[config.mk]
export PLATFORM = sky130hd
export DESIGN_NAME = tiny_regcore
export DESIGN_NICKNAME = d
export VERILOG_FILES = /design/src/rtl/tiny_regcore_pkg.sv /design/src/rtl/trc_decode.sv /design/src/rtl/trc_regfile.sv /design/src/rtl/trc_pcunit.sv /design/src/rtl/tiny_regcore.sv
export SDC_FILE = /design/constraint.sdc
export NUM_CORES = 1
export LEC_CHECK = 0
export CORE_UTILIZATION = 40
export DETAILED_ROUTE_END_ITERATION = 7
export PLACE_DENSITY = 0.55
export SLEW_MARGIN = 25
export SYNTH_ARGS = -nofsm -noshare
export SYNTH_HDL_FRONTEND = slang
export SYNTH_SLANG_ARGS = --single-unit
[constraint.sdc]
create_clock -name clk -period 4.51 [get_ports clk]
set_input_delay 0.902 -clock clk [delete_from_list [all_inputs] [get_ports clk]]
set_output_delay 0.902 -clock clk [all_outputs]
set_load 0.05 [all_outputs]
[src/rtl/tiny_regcore_pkg.sv]
package tiny_regcore_pkg;

    localparam int INSN_W = 16;
    localparam int IDX_W  = 4;

    localparam logic [3:0] OPC_HALT = 4'd0;
    localparam logic [3:0] OPC_LOAD = 4'd1;
    localparam logic [3:0] OPC_ROT  = 4'd2;
    localparam logic [3:0] OPC_ADD  = 4'd3;
    localparam logic [3:0] OPC_JMP  = 4'd4;

    typedef enum logic [2:0] {
        ST_IDLE,
        ST_FETCH,
        ST_LATCH,
        ST_EXEC,
        ST_ROT2,
        ST_ROT3,
        ST_DONE,
        ST_FAULT
    } state_e;

    typedef struct packed {
        logic [3:0]       op;
        logic [IDX_W-1:0] ra;
        logic [IDX_W-1:0] rb;
        logic [IDX_W-1:0] rc;
        logic [7:0]       imm;
        logic [11:0]      offs;
    } fields_t;

endpackage

[src/rtl/trc_decode.sv]
module trc_decode
    import tiny_regcore_pkg::*;
#(
    parameter int NREG = 3
) (
    input  logic [INSN_W-1:0] ir,
    output fields_t           f,
    output logic              legal
);

    logic ra_ok, rb_ok, rc_ok;

    always_comb begin
        f.op   = ir[15:12];
        f.ra   = ir[11:8];
        f.rb   = ir[7:4];
        f.rc   = ir[3:0];
        f.imm  = ir[7:0];
        f.offs = ir[11:0];
        ra_ok  = int'(ir[11:8]) < NREG;
        rb_ok  = int'(ir[7:4])  < NREG;
        rc_ok  = int'(ir[3:0])  < NREG;
        unique case (ir[15:12])
            OPC_HALT: legal = 1'b1;
            OPC_LOAD: legal = ra_ok;
            OPC_ROT:  legal = ra_ok && rb_ok && rc_ok;
            OPC_ADD:  legal = ra_ok && rb_ok && rc_ok;
            OPC_JMP:  legal = 1'b1;
            default:  legal = 1'b0;
        endcase
    end

endmodule

[src/rtl/trc_regfile.sv]
module trc_regfile #(
    parameter int NREG = 3,
    parameter int DW   = 16,
    parameter int IW   = 4
) (
    input  logic          clk,
    input  logic          rst,
    input  logic          clr,
    input  logic          we,
    input  logic [IW-1:0] widx,
    input  logic [DW-1:0] wdata,
    input  logic [IW-1:0] ridx0,
    input  logic [IW-1:0] ridx1,
    output logic [DW-1:0] rdata0,
    output logic [DW-1:0] rdata1
);

    localparam int FLAT_W = NREG * DW;

    logic [FLAT_W-1:0] flat;

    generate
        for (genvar g = 0; g < NREG; g++) begin : gen_reg
            logic [DW-1:0] q;
            always_ff @(posedge clk) begin
                if (rst || clr) begin
                    q <= '0;
                end else if (we && (widx == IW'(g))) begin
                    q <= wdata;
                end
            end
            assign flat[g*DW +: DW] = q;
        end
    endgenerate

    always_comb begin
        rdata0 = '0;
        rdata1 = '0;
        for (int i = 0; i < NREG; i++) begin
            if (ridx0 == IW'(i)) rdata0 = flat[i*DW +: DW];
            if (ridx1 == IW'(i)) rdata1 = flat[i*DW +: DW];
        end
    end

endmodule

[src/rtl/trc_pcunit.sv]
module trc_pcunit #(
    parameter int AW = 8
) (
    input  logic          clk,
    input  logic          rst,
    input  logic          clr,
    input  logic          step,
    input  logic          jump,
    input  logic [11:0]   offs,
    output logic [AW-1:0] pc
);

    logic [AW-1:0] offs_n;

    assign offs_n = AW'(offs);

    always_ff @(posedge clk) begin
        if (rst || clr) begin
            pc <= '0;
        end else if (jump) begin
            pc <= pc - offs_n;
        end else if (step) begin
            pc <= pc + AW'(1);
        end
    end

endmodule

[src/rtl/tiny_regcore.sv]
module tiny_regcore
    import tiny_regcore_pkg::*;
#(
    parameter int IADDR_W = 8,
    parameter int DATA_W  = 16,
    parameter int NREG    = 3
) (
    input  logic               clk,
    input  logic               rst,
    input  logic               start,
    output logic [IADDR_W-1:0] imem_addr,
    input  logic [INSN_W-1:0]  imem_rdata,
    output logic               busy,
    output logic               halted,
    output logic               err,
    output logic [DATA_W-1:0]  result
);

    state_e              state, state_nx;
    logic [INSN_W-1:0]   ir;
    fields_t             f;
    logic                legal;
    logic                start_ok;
    logic                rf_we;
    logic [IDX_W-1:0]    rf_widx, rd0_idx;
    logic [DATA_W-1:0]   rf_wdata, rd0, rd1;
    logic                pc_step, pc_jump;
    logic [IADDR_W-1:0]  pc;
    logic [DATA_W-1:0]   res_q;
    logic                err_q;

    assign start_ok = start &&
        (state == ST_IDLE || state == ST_DONE || state == ST_FAULT);

    trc_decode #(.NREG(NREG)) u_dec (
        .ir    (ir),
        .f     (f),
        .legal (legal)
    );

    trc_regfile #(.NREG(NREG), .DW(DATA_W), .IW(IDX_W)) u_rf (
        .clk    (clk),
        .rst    (rst),
        .clr    (start_ok),
        .we     (rf_we),
        .widx   (rf_widx),
        .wdata  (rf_wdata),
        .ridx0  (rd0_idx),
        .ridx1  (f.rb),
        .rdata0 (rd0),
        .rdata1 (rd1)
    );

    trc_pcunit #(.AW(IADDR_W)) u_pc (
        .clk  (clk),
        .rst  (rst),
        .clr  (start_ok),
        .step (pc_step),
        .jump (pc_jump),
        .offs (f.offs),
        .pc   (pc)
    );

    // state register
    always_ff @(posedge clk) begin
        if (rst) state <= ST_IDLE;
        else     state <= state_nx;
    end

    // next-state logic
    always_comb begin
        state_nx = state;
        unique case (state)
            ST_IDLE, ST_DONE, ST_FAULT: if (start) state_nx = ST_FETCH;
            ST_FETCH: state_nx = ST_LATCH;
            ST_LATCH: state_nx = ST_EXEC;
            ST_EXEC: begin
                if (!legal)                state_nx = ST_FAULT;
                else if (f.op == OPC_HALT) state_nx = ST_DONE;
                else if (f.op == OPC_ROT)  state_nx = ST_ROT2;
                else                       state_nx = ST_FETCH;
            end
            ST_ROT2: state_nx = ST_ROT3;
            ST_ROT3: state_nx = ST_FETCH;
            default: state_nx = ST_IDLE;
        endcase
    end

    // instruction register: word arrives one cycle after the address
    always_ff @(posedge clk) begin
        if (rst)                    ir <= '0;
        else if (state == ST_LATCH) ir <= imem_rdata;
    end

    // datapath control
    always_comb begin
        rf_we    = 1'b0;
        rf_widx  = f.rc;
        rf_wdata = rd0;
        pc_step  = 1'b0;
        pc_jump  = 1'b0;
        if (state == ST_ROT3)       rd0_idx = f.rc;
        else if (f.op == OPC_HALT)  rd0_idx = '0;
        else                        rd0_idx = f.ra;
        unique case (state)
            ST_EXEC: begin
                if (legal) begin
                    unique case (f.op)
                        OPC_LOAD: begin
                            rf_we    = 1'b1;
                            rf_widx  = f.ra;
                            rf_wdata = DATA_W'(f.imm);
                            pc_step  = 1'b1;
                        end
                        OPC_ADD: begin
                            rf_we    = 1'b1;
                            rf_widx  = f.rc;
                            rf_wdata = rd0 + rd1;
                            pc_step  = 1'b1;
                        end
                        OPC_ROT: begin
                            rf_we    = 1'b1;
                            rf_widx  = f.rc;
                            rf_wdata = rd0;
                        end
                        OPC_JMP: pc_jump = 1'b1;
                        default: ;
                    endcase
                end
            end
            ST_ROT2: begin
                rf_we    = 1'b1;
                rf_widx  = f.ra;
                rf_wdata = rd1;
            end
            ST_ROT3: begin
                rf_we    = 1'b1;
                rf_widx  = f.rb;
                rf_wdata = rd0;
                pc_step  = 1'b1;
            end
            default: ;
        endcase
    end

    // result and fault capture
    always_ff @(posedge clk) begin
        if (rst || start_ok) begin
            res_q <= '0;
            err_q <= 1'b0;
        end else if (state == ST_EXEC) begin
            if (!legal)                err_q <= 1'b1;
            else if (f.op == OPC_HALT) res_q <= rd0;
        end
    end

    // outputs
    always_comb begin
        busy      = (state == ST_FETCH) || (state == ST_LATCH) ||
                    (state == ST_EXEC)  || (state == ST_ROT2)  ||
                    (state == ST_ROT3);
        halted    = (state == ST_DONE) || (state == ST_FAULT);
        err       = err_q;
        result    = res_q;
        imem_addr = pc;
    end

endmodule

==> results.yml <==
placement:
  placed_area_sq_um: 7090
  portBuffers: 45
  dp_hpwl_um: 16300
  gp_congestion: 0.936
  place_ws_ns: 0.199
final_layout:
  drive_gt1_share_pct: 9.11
  layout.nets: 923
  design_area_sq_um: 7440
  num_antenna_cells: 0
  areaGrowthSynthToFinish_pct: 17.5
timing:
  relSlewSlack_pct: 36.1
  skew_ns: 0.0189
  setup_viol: 0
  grt_setup_unrepaired: "no"
  report.final.hold_viol_count: 0
  max_freq_mhz: 234
  tns_ns: 0
  timing.final.crit_share_pct: 94.9
  finalWorstSetupSlack_ns: 0.229
  tightest_slew_ns: 0.959
  fin_crit_ns: 4.28
  slew_viol_final: 0
critical_path:
  crit_path_max_fanout: 12
  max_stage_delay_ns: 0.54
  worst_ep_arrival_time_ns: 4.54
  endpoint: "u_rf.gen_reg[2].q[13]$_SDFFE_PP0P_"
  critical_path_class: "flip-flop to flip-flop"
  reg2reg_to: "u_rf.gen_reg[2].q[13]$_SDFFE_PP0P_"
  end_kind: "flip-flop"
  r2r_start: "ir[12]$_SDFFE_PP0P_"
  slowest_stage: "o41a_1"
  cp.depth: 18
  cp_cell_sequence: "o41a_1, a21oi_4, buf_4, mux2i_1, o21ai_0, nand2_1, inv_1, ha_1, inv_1, o21ba_2, nor2_1, or2_2, a21o_1, a21oi_1, o22ai_1, a221o_1, nor4_1, nor2_1"
  worst-r2r-setup-slack_ns: 0.23
  cp.required_ns: 4.77
  critPathTopFamily: "compound AO/OA/AOI/OAI gates"
  worstSetupStartpointType: "flip-flop"
  startpoint: "ir[12]$_SDFFE_PP0P_"
  critPathBufInv: 3
  worst_r2r_path_depth: 18
worst_hold_path:
  min_path_type: "flip-flop to flip-flop"
  hold_start: "result[3]$_SDFFE_PP0P_"
die:
  die_w_um: 128
  initial_utilization_pct: 41.4
  dieArea_sq_um: 16300
  ios: 46
  fp.dieH_um: 128
  core-area_sq_um: 15300
  fp-row-count: 45
drt:
  drc: 0
  drtIter0Drc: 681
  post_drt_wl_per_cell_um: 19.8
  ant_nets: 0
  dr_total_vias: 6460
  viasPerCell: 5.87
  dr.pass1.iters: 6
  finalWirelength_um: 21800
synthesis:
  synth_area_leader_cell: "dfxtp_1"
  synth_seq_cells: 92
  synthCells: 844
  syn_avg_cell_area_sq_um: 7.51
  async_flop_share_pct: 0
  yosysMostFrequentCell: "nor2_1"
  synthTopCellsByArea: "dfxtp_1 (29%), nor2_1 (7.9%), mux2i_1 (6.8%)"
  synth_nets: 883
  ys_types: 78
  synth.yosys.seq_area_share_pct: 29.1
  ys_warn_count: 0
  synth_top_area_share_pct: 29.1
  synth_edf_count: 0
  synth_common_cells: "nor2_1 (134), nand2_1 (95), dfxtp_1 (92)"
  netlist_area_sq_um: 6340
  synth_top_flop_cell: "dfxtp_1"
job:
  timing.max_cap.violations: 0
power_and_ir_drop:
  powerDensity_nw_per_um2: 287
  ir_drop_mv: 0.184
  total_power_mw: 2.13
  p_leak_nw: 3.04
cts:
  htreeDepth: 3
  numClockSinks: 92
  cts_buffers: 9
  clk_latency_ns: 0.37
  cts-root-buf: "clkbuf_16"
  clkTransAtPathRegs_ns: 0.08
  cts_tree: "done"
  clockBufferDepth: 2
grt:
  grt.overflow.total: 0
  grt_max_degree: 47
  antenna_found_initial: 0
  grt_pass1_vias: 5736
  grt_pass1_wl_um: 34000
  track_usage_pct: 27.5
run_status:
  outcome: "finished clean"
state kept, by name (all words and copies together) (netlist names):
signal	cells
u_pc.pc	8
ir	16
err	1
u_rf.gen.q	48
state	3
result	16
cell usage in the layout (no fill, tap or decap), drive strengths merged, types with 7 or more instances in the layout:
master and n:
clkdlybuf4s50 45, xnor2 8, a21o 13, nand2 95, nor3 15, clkbuf 9, a31oi 8, nand2b 13
xor2 9, dfxtp 92, ha 19, nor4 7, nand3 14, o211ai 9, o21ai 49, nor2 134
and2 8, mux2i 43, buf 33, nor2b 8, a21oi 81, o2bb2ai 8, and3 8, a211oi 28
inv 30
metal layers:
layer | GRT usage [%] | vias to the layer above | part of all wire (%)
li1 | - | 3126 | -
met1 | 41.5 | 3047 | 50
met2 | 38.1 | 263 | 41
met3 | 6.09 | 24 | 7.5
met4 | 8.65 | 0 | 1.8
met5 | 0 | - | 0
final cells by class:
class | count | area [sq um]
flip-flops and latches | 92 | 1840
well taps | 211 | 264
clock inverters | 7 | 80.1
repair buffers | 78 | 698
fillers | 1539 | 7870
clock buffers | 9 | 225
inverters | 28 | 105
multi-input cells | 675 | 4230
worst min path at each step:
stage / end / cells after the start
finish: result[3]$_SDFFE_PP0P_ / 2
global route: result[3]$_SDFFE_PP0P_ / 2
CTS: result[3]$_SDFFE_PP0P_ / 2
detailed placement: result[3]$_SDFFE_PP0P_ / 2
global placement: result[3]$_SDFFE_PP0P_ / 2
floorplan: u_rf.gen_reg[0].q[15]$_SDFFE_PP0P_ / 2
through the flow:
stage | utilization, % | std cells | hold WS (ns)
detailed placement | 46.3 | 1082 | 0.445
finish | 48.6 | 1100 | 0.455
global placement | 46.3 | 1082 | 0.442
CTS | 48.3 | 1098 | 0.457
global route | 48.6 | 1100 | 0.486
floorplan | - | 844 | 0.453
power by group:
group	switching, mW	internal, mW	total [mW]	leakage, nW
clock network	0.391	0.393	0.784	0.145
registers	0.0475	0.838	0.886	0.743
logic	0.303	0.161	0.464	2.15
total	0.741	1.39	2.13	3.04
worst reg2reg max path, cell delays in order, from the launching register on:
cell and delay [ns]:
dfxtp_1 0.45, o41a_1 0.54, a21oi_4 0.26, buf_4 0.27, mux2i_1 0.22, o21ai_0 0.11, nand2_1 0.12, inv_1 0.06
ha_1 0.40, inv_1 0.13, o21ba_2 0.14, nor2_1 0.04, or2_2 0.28, a21o_1 0.20, a21oi_1 0.14, o22ai_1 0.08
a221o_1 0.34, nor4_1 0.31, nor2_1 0.08
logic make-up (layout without fill, tap and decap cells):
family / after synthesis / in the layout / share of synthesized area (%)
simple gates: 329 / 329 / 23.8
fa+ha+maj: 21 / 21 / 4.23
flops: 92 / 92 / 29.1
xor+xnor: 17 / 17 / 2.35
mux: 48 / 48 / 7.68
compound gates: 260 / 260 / 28.1
buf+inv: 77 / 122 / 4.74
repair_timing:
action	CTS	global route
hold buffers	0	0
endpoints found under the setup margin	0	4
gates resized for setup	0	5
setup buffers	0	2
No activity file was read; power rests on OpenSTA's default activity.
